## src/rtl/interval_pkg.sv

```systemverilog
package interval_pkg;

    typedef enum logic [2:0] {
        ST_IDLE     = 3'd0,
        ST_NEW      = 3'd1,
        ST_WAIT_MIN = 3'd2,
        ST_ADD      = 3'd3,
        ST_WAIT_END = 3'd4,
        ST_STOP     = 3'd5
    } phase_e;

    typedef struct packed {
        logic stop;
        logic kill;
        logic killed;
    } end_flags_t;

    function automatic logic phase_counts(input phase_e p);
        return (p == ST_WAIT_MIN) || (p == ST_WAIT_END);
    endfunction

    function automatic logic phase_loads(input phase_e p);
        return (p == ST_NEW) || (p == ST_ADD);
    endfunction

endpackage

```

## src/rtl/ivl_trig_sync.sv

```systemverilog
module ivl_trig_sync #(
    parameter int STAGES = 2
) (
    input  logic clk,
    input  logic rst,
    input  logic async_i,
    output logic rise_o
);
    localparam int TOP = STAGES - 1;

    logic [STAGES-1:0] chain_q;
    logic              last_q;

    always_ff @(posedge clk) begin
        if (rst) begin
            chain_q <= '0;
            last_q  <= 1'b0;
        end else begin
            chain_q <= {chain_q[STAGES-2:0], async_i};
            last_q  <= chain_q[TOP];
        end
    end

    assign rise_o = chain_q[TOP] & ~last_q;
endmodule

```

## src/rtl/ivl_countdown.sv

```systemverilog
module ivl_countdown #(
    parameter int W = 16
) (
    input  logic         clk,
    input  logic         rst,
    input  logic         load_i,
    input  logic [W-1:0] load_val_i,
    input  logic         run_i,
    input  logic         tick_i,
    output logic [W-1:0] count_o,
    output logic         zero_o
);
    localparam logic [W-1:0] ONE = W'(1);

    logic [W-1:0] cnt_q;

    always_ff @(posedge clk) begin
        if (rst) begin
            cnt_q <= '0;
        end else if (load_i) begin
            cnt_q <= load_val_i;
        end else if (run_i && tick_i && (cnt_q != '0)) begin
            cnt_q <= cnt_q - ONE;
        end
    end

    assign count_o = cnt_q;
    assign zero_o  = (cnt_q == '0);
endmodule

```

## src/rtl/ivl_sequencer.sv

```systemverilog
module ivl_sequencer
    import interval_pkg::*;
#(
    parameter int W = 16
) (
    input  logic         clk,
    input  logic         rst,
    input  logic         start_i,
    input  logic         trig_rise_i,
    input  logic         kill_i,
    input  logic [W-1:0] min_dur_i,
    input  logic [W-1:0] max_dur_i,
    input  logic [W-1:0] min_cnt_i,
    input  logic [W-1:0] max_cnt_i,
    input  logic         min_zero_i,
    input  logic         max_zero_i,
    output logic         load_o,
    output logic         run_o,
    output logic [W-1:0] min_load_o,
    output logic [W-1:0] max_load_o,
    output phase_e       phase_o,
    output logic         stop_o,
    output logic         kill_o,
    output logic         killed_o
);
    phase_e     st_q, st_d;
    logic [W-1:0] dmin_q, dmax_q;
    end_flags_t flags_d, flags_q;

    // next phase and end flags
    always_comb begin
        st_d    = st_q;
        flags_d = '0;
        if (kill_i && (st_q != ST_STOP)) begin
            st_d           = ST_STOP;
            flags_d.kill   = 1'b1;
            flags_d.killed = 1'b1;
        end else begin
            unique case (st_q)
                ST_IDLE: begin
                    if (start_i) st_d = ST_NEW;
                end
                ST_NEW: st_d = ST_WAIT_MIN;
                ST_WAIT_MIN: begin
                    if (max_zero_i) begin
                        st_d         = ST_STOP;
                        flags_d.stop = 1'b1;
                        flags_d.kill = 1'b1;
                    end else if (start_i) begin
                        st_d = ST_ADD;
                    end else if (min_zero_i) begin
                        st_d = ST_WAIT_END;
                    end
                end
                ST_ADD: st_d = ST_WAIT_MIN;
                ST_WAIT_END: begin
                    if (max_zero_i || trig_rise_i) begin
                        st_d         = ST_STOP;
                        flags_d.stop = 1'b1;
                        flags_d.kill = 1'b1;
                    end
                end
                default: st_d = st_q;
            endcase
        end
    end

    always_ff @(posedge clk) begin
        if (rst) begin
            st_q    <= ST_IDLE;
            flags_q <= '0;
            dmin_q  <= '0;
            dmax_q  <= '0;
        end else begin
            st_q           <= st_d;
            flags_q.stop   <= flags_d.stop;
            flags_q.kill   <= flags_d.kill;
            flags_q.killed <= flags_q.killed | flags_d.killed;
            if (start_i && ((st_q == ST_IDLE) || (st_q == ST_WAIT_MIN))) begin
                dmin_q <= min_dur_i;
                dmax_q <= max_dur_i;
            end
        end
    end

    // counter control: load on NEW, merge on ADD, count while waiting
    always_comb begin
        load_o     = phase_loads(st_q);
        run_o      = phase_counts(st_q);
        min_load_o = dmin_q;
        max_load_o = dmax_q;
        if (st_q == ST_ADD) begin
            min_load_o = (min_cnt_i > dmin_q) ? min_cnt_i : dmin_q;
            max_load_o = (max_cnt_i < dmax_q) ? max_cnt_i : dmax_q;
        end
    end

    assign phase_o  = st_q;
    assign stop_o   = flags_q.stop;
    assign kill_o   = flags_q.kill;
    assign killed_o = flags_q.killed;
endmodule

```

## src/rtl/interval_ctrl.sv

```systemverilog
module interval_ctrl
    import interval_pkg::*;
#(
    parameter int DUR_W       = 16,
    parameter int SYNC_STAGES = 2
) (
    input  logic             clk,
    input  logic             rst,
    input  logic             tick_i,
    input  logic             start_i,
    input  logic             trig_i,
    input  logic             kill_i,
    input  logic [DUR_W-1:0] min_dur_i,
    input  logic [DUR_W-1:0] max_dur_i,
    output logic             stop_o,
    output logic             kill_o,
    output logic             done_o,
    output logic             killed_o
);
    logic             trig_rise;
    logic             load_w, run_w;
    logic [DUR_W-1:0] min_load, max_load;
    logic [DUR_W-1:0] min_cnt, max_cnt;
    logic             min_zero, max_zero;
    phase_e           phase_w;

    ivl_trig_sync #(.STAGES(SYNC_STAGES)) i_sync (
        .clk     (clk),
        .rst     (rst),
        .async_i (trig_i),
        .rise_o  (trig_rise)
    );

    ivl_countdown #(.W(DUR_W)) i_min_timer (
        .clk        (clk),
        .rst        (rst),
        .load_i     (load_w),
        .load_val_i (min_load),
        .run_i      (run_w),
        .tick_i     (tick_i),
        .count_o    (min_cnt),
        .zero_o     (min_zero)
    );

    ivl_countdown #(.W(DUR_W)) i_max_timer (
        .clk        (clk),
        .rst        (rst),
        .load_i     (load_w),
        .load_val_i (max_load),
        .run_i      (run_w),
        .tick_i     (tick_i),
        .count_o    (max_cnt),
        .zero_o     (max_zero)
    );

    ivl_sequencer #(.W(DUR_W)) i_seq (
        .clk         (clk),
        .rst         (rst),
        .start_i     (start_i),
        .trig_rise_i (trig_rise),
        .kill_i      (kill_i),
        .min_dur_i   (min_dur_i),
        .max_dur_i   (max_dur_i),
        .min_cnt_i   (min_cnt),
        .max_cnt_i   (max_cnt),
        .min_zero_i  (min_zero),
        .max_zero_i  (max_zero),
        .load_o      (load_w),
        .run_o       (run_w),
        .min_load_o  (min_load),
        .max_load_o  (max_load),
        .phase_o     (phase_w),
        .stop_o      (stop_o),
        .kill_o      (kill_o),
        .killed_o    (killed_o)
    );

    assign done_o = (phase_w == ST_STOP);
endmodule

```

## config.mk

```make
export PLATFORM = sky130hd
export DESIGN_NAME = interval_ctrl
export DESIGN_NICKNAME = d
export VERILOG_FILES = /design/src/rtl/interval_pkg.sv /design/src/rtl/ivl_trig_sync.sv /design/src/rtl/ivl_countdown.sv /design/src/rtl/ivl_sequencer.sv /design/src/rtl/interval_ctrl.sv
export SDC_FILE = /design/constraint.sdc
export NUM_CORES = 1
export LEC_CHECK = 0
export BUFFER_PORTS_ARGS = -buffer_cell sky130_fd_sc_hd__buf_4
export CAP_MARGIN = 20
export CORE_ASPECT_RATIO = 1.75
export CORE_MARGIN = 1.5
export CORE_UTILIZATION = 64
export CTS_CLUSTER_DIAMETER = 100
export DETAILED_ROUTE_END_ITERATION = 6
export GPL_ROUTABILITY_DRIVEN = 0
export MAX_ROUTING_LAYER = met4
export PLACE_DENSITY = 0.95
export SYNTH_ARGS = -nofsm -noshare
export SYNTH_HDL_FRONTEND = slang
export SYNTH_SLANG_ARGS = --single-unit
```

## constraint.sdc

```tcl
create_clock -name clk -period 6.35 [get_ports clk]
set_input_delay 1.27 -clock clk [delete_from_list [all_inputs] [get_ports clk]]
set_output_delay 1.27 -clock clk [all_outputs]
set_load 0.05 [all_outputs]
```

==> results.py <==
metrics = {
    "worst_hold_path": {
        "hold_path_startpoint": "i_sync.chain_q[0]",
        "timing.hold.worst_endpoint": "i_sync.chain_q[1]",
        "min_delay_path_depth": 1,
        "worstHoldPathType": "reg2reg",
    },
    "drt": {
        "wl_per_cell_microns": 17.5,
        "route.antenna.remaining_nets": 0,
        "detail_route.drc_violations": 0,
        "drt_first_iter_violations": 555,
        "vias": 4583,
        "detailedRoute.firstPassIterationCount": 7,
        "route.detailed.vias_per_inst": 6.64,
        "detail_route.wirelength_microns": 12100,
    },
    "clocking": {
        "cts.path.max_buffers": 2,
        "cts.sinks": 73,
        "postCtsSetupRepairBufs": 0,
        "numCtsBuffers": 9,
        "cts.htree.levels": 3,
        "cts.clk_slew.worst_paths_ps": 50,
        "cts_tree": "built",
        "cts_root_buffer": "clkbuf_16",
        "cts-hold-fix-buffers": 0,
        "post_cts_resize_count": 0,
        "clock_latency_ps": 340,
    },
    "sta": {
        "final.setup_skew_ps": 6.87,
        "timing.final.hold_violations": 0,
        "final-setup-viol-count": 0,
        "timing.final.crit_share_pct": 48.7,
        "post-route-worst-setup-slack_ps": 3260,
        "min_period_ps": 3090,
        "rsz0062_at_grt": "false",
        "hold_ws_ps": 443,
        "fmax_ghz": 0.323,
        "total_count_of_max_transition_violations_in_the_final_report": 0,
        "worstMarginPinSlew_ps": 1090,
        "fin_setup_tns_ps": 0,
        "max-slew-margin-rel_pct": 25.8,
    },
    "die": {
        "initial_core_util_pct": 65.6,
        "boundaryPins": 42,
        "dieHeight_microns": 113,
        "core_region_area_sq_um": 6760,
        "std_cell_rows": 40,
        "die_w_microns": 65.9,
        "floorplan.die_area_sq_um": 7450,
    },
    "flow_run": {
        "number_of_max_cap_violations": 0,
    },
    "worst_setup_path": {
        "cpPeakStageDelay_ps": 970,
        "slowest_stage": "a2111oi_0",
        "rr_startpoint": "i_seq.dmax_q[3]",
        "cp_max_fo": 17,
        "worstPathArrival_ps": 3350,
        "minimum_setup_slack_among_reg_to_reg_paths_ps": 3260,
        "cpMostUsedCell": "o21ai_0",
        "timing.critical_path.to_type": "flop",
        "worstReg2RegEnd": "i_max_timer.count_o[5]",
        "worst-path-buf-inv": 1,
        "gate_family_responsible_for_the_most_delay_along_the_worst_path": "compound AO/OA/AOI/OAI gates",
        "critical_path.cell_chain": "inv_1 -> ha_1 -> a211oi_1 -> o21ai_0 -> a2111oi_0 -> o31a_1 -> o21ai_0 -> a21oi_1",
        "critical_path_class": "reg2reg",
        "required_ps": 6610,
        "setup.worst_path.start_class": "flop",
        "ff2ff_path_depth": 8,
    },
    "status": {
        "run_status": "complete, no violations",
    },
    "synthesis": {
        "avgSynthCellArea_sq_um": 7.57,
        "synth-warning-count": 0,
        "postSynthNetCount": 657,
        "synth_enable_flop_cells": 0,
        "synth.distinct_cells": 58,
        "synthArstFlopShare_pct": 0,
        "synth_sequential_area_ratio_pct": 33.0,
        "syn-instance-count": 585,
        "predominant_post_synthesis_flop_cell": "dfxtp_1",
        "synth_seq_cells": 73,
        "netlist_area_sq_um": 4430,
    },
    "pwr": {
        "ir_drop_uv": 249,
        "powerDensity_nw_per_um2": 368,
        "static-leakage-power_nw": 1.89,
    },
    "grt": {
        "grt_start_max_net_pins": 79,
        "globalRouteOverflowTotal": 0,
        "wire_length_of_the_first_global_routing_pass_microns": 19900,
        "antenna_found_initial": 0,
        "via_count_of_the_first_global_routing_pass": 4574,
        "grtUsageTotal_pct": 35.1,
    },
    "finish": {
        "final_net_count": 675,
        "drive_above_1_share_pct": 12.2,
        "area.sequential_sq_um": 1460,
        "insertedDiodeCount": 0,
        "multiInputGateArea_sq_um": 2670,
        "final.fill_count": 516,
        "area_delta_synth_final_pct": 12.6,
        "fin_area_sq_um": 4990,
    },
    "place": {
        "placed_area_sq_um": 4720,
        "detailed_place_hpwl_microns": 7870,
        "port_buffers": 41,
        "place_ws_ps": 3190,
    },
}
==> metrics by stage <==
stage          cells  power (W)  utilization [%]
6_report         690    0.00184             73.8
5_1_grt          690    0.00195             73.8
4_1_cts          690    0.00181             73.8
3_5_place_dp     676    0.00134             69.9
3_3_place_gp     675    0.00129             69.7
2_1_floorplan    585    0.00115                -
==> worst max path at each step <==
stage | startpoint | endpoint | slack, ps | depth (start not counted)
after global placement | rst | i_max_timer.count_o[11] | 3320 | 4
after floorplan | tick_i | i_max_timer.count_o[11] | 3770 | 6
after detailed placement | rst | i_max_timer.count_o[11] | 3190 | 4
final | i_seq.dmax_q[3] | i_max_timer.count_o[5] | 3260 | 8
after CTS | i_seq.dmax_q[3] | i_max_timer.count_o[5] | 3190 | 8
after global routing | i_seq.dmax_q[3] | i_max_timer.count_o[4] | 3070 | 8
==> cell usage after synthesis, drive strengths merged, types with 3 or more instances <==
master | n | share of area, %
o311ai | 3 | 0.59
a2111oi | 9 | 1.8
o211ai | 6 | 1.0
a21oi | 88 | 10
nand3 | 16 | 1.8
nor4 | 9 | 1.3
and2 | 4 | 0.56
nand4 | 4 | 0.56
o21ai | 30 | 3.5
ha | 34 | 9.6
a31oi | 6 | 0.85
nor2 | 25 | 2.2
nor3b | 5 | 0.85
buf | 9 | 1.3
a21o | 5 | 0.85
o22ai | 3 | 0.42
o2111ai | 5 | 0.99
clkbuf | 30 | 2.5
or3 | 3 | 0.42
nand2b | 6 | 0.85
dfxtp | 73 | 33
or4 | 6 | 1.2
or2 | 3 | 0.42
nor3 | 14 | 1.6
nand2 | 95 | 8.1
inv | 36 | 3.0
o31a | 3 | 0.59
o31ai | 16 | 3.0
nor2b | 11 | 1.6
==> report_power, final <==
group	total (W)	switching, W	leakage (nW)	internal (W)
sequential	0.000632	0.000103	0.599	0.000529
combinational	0.000737	0.000442	1.16	0.000295
clock	0.000467	0.000185	0.129	0.000282
==> logic make-up after synthesis <==
kind of cell / share of synthesized area [%]
and+or+nand+nor: 22.8
AOI/OAI and AO/OA: 27.3
buffers and inverters: 6.92
DFF: 33.0
adders and majority gates: 9.60
xor gates and xnor gates: 0.395
==> flip-flops by register name (all words and copies together) (netlist names) <==
| signal | cells |
|---|---|
| i_sync.chain_q | 2 |
| i_max_timer.count_o | 16 |
| i_seq.stop_o | 1 |
| i_seq.dmax_q | 16 |
| i_seq.phase_o | 3 |
| i_seq.dmin_q | 16 |
| i_seq.kill_o | 1 |
| i_seq.killed_o | 1 |
| i_min_timer.count_o | 16 |
| i_sync.last_q | 1 |
==> cell type report <==
class,count,share of cell area [%]
well taps,84,2.11
clock buffers,14,5.29
multi-input cells,437,53.6
inverters,36,2.71
repair buffers,46,7.00
flip-flops and latches,73,29.3
==> layer usage <==
layer  global-route usage, %  up-vias  share of wire [%]
li1                        -     2145                  -
met1                    33.0     2099                 35
met2                    59.1      247                 51
met3                    8.25       92                6.6
met4                    28.1        0                7.4
met5                       -        -                  0
==> worst reg2reg max path, stage by stage (launching register included) <==
cell and delay, ps:
dfxtp_1 350, inv_1 50, ha_1 290, a211oi_1 250, o21ai_0 130, a2111oi_0 970
o31a_1 570, o21ai_0 220, a21oi_1 180
==> cell usage in the layout, fill, tap and decap left out, types with 3 or more instances in the layout <==
| master | n |
|---|---|
| nand3_1 | 16 |
| o21ai_0 | 29 |
| ha_1 | 34 |
| o31ai_1 | 13 |
| o2111ai_1 | 5 |
| buf_4 | 45 |
| o311ai_0 | 3 |
| o22ai_1 | 3 |
| dfxtp_1 | 73 |
| nor3_1 | 14 |
| nor3b_1 | 5 |
| nor2_1 | 23 |
| clkbuf_1 | 3 |
| nand2b_1 | 6 |
| or2_2 | 3 |
| a2111oi_0 | 9 |
| o31a_1 | 3 |
| and2_1 | 4 |
| nor2b_1 | 10 |
| nor4_1 | 9 |
| or3_1 | 3 |
| or4_1 | 4 |
| nand2_1 | 94 |
| o31ai_2 | 3 |
| nand4_1 | 4 |
| a21o_1 | 5 |
| o211ai_1 | 6 |
| a31oi_1 | 6 |
| inv_1 | 36 |
| a21oi_1 | 86 |
| clkbuf_16 | 9 |
No activity file was read; power rests on OpenSTA's default activity.
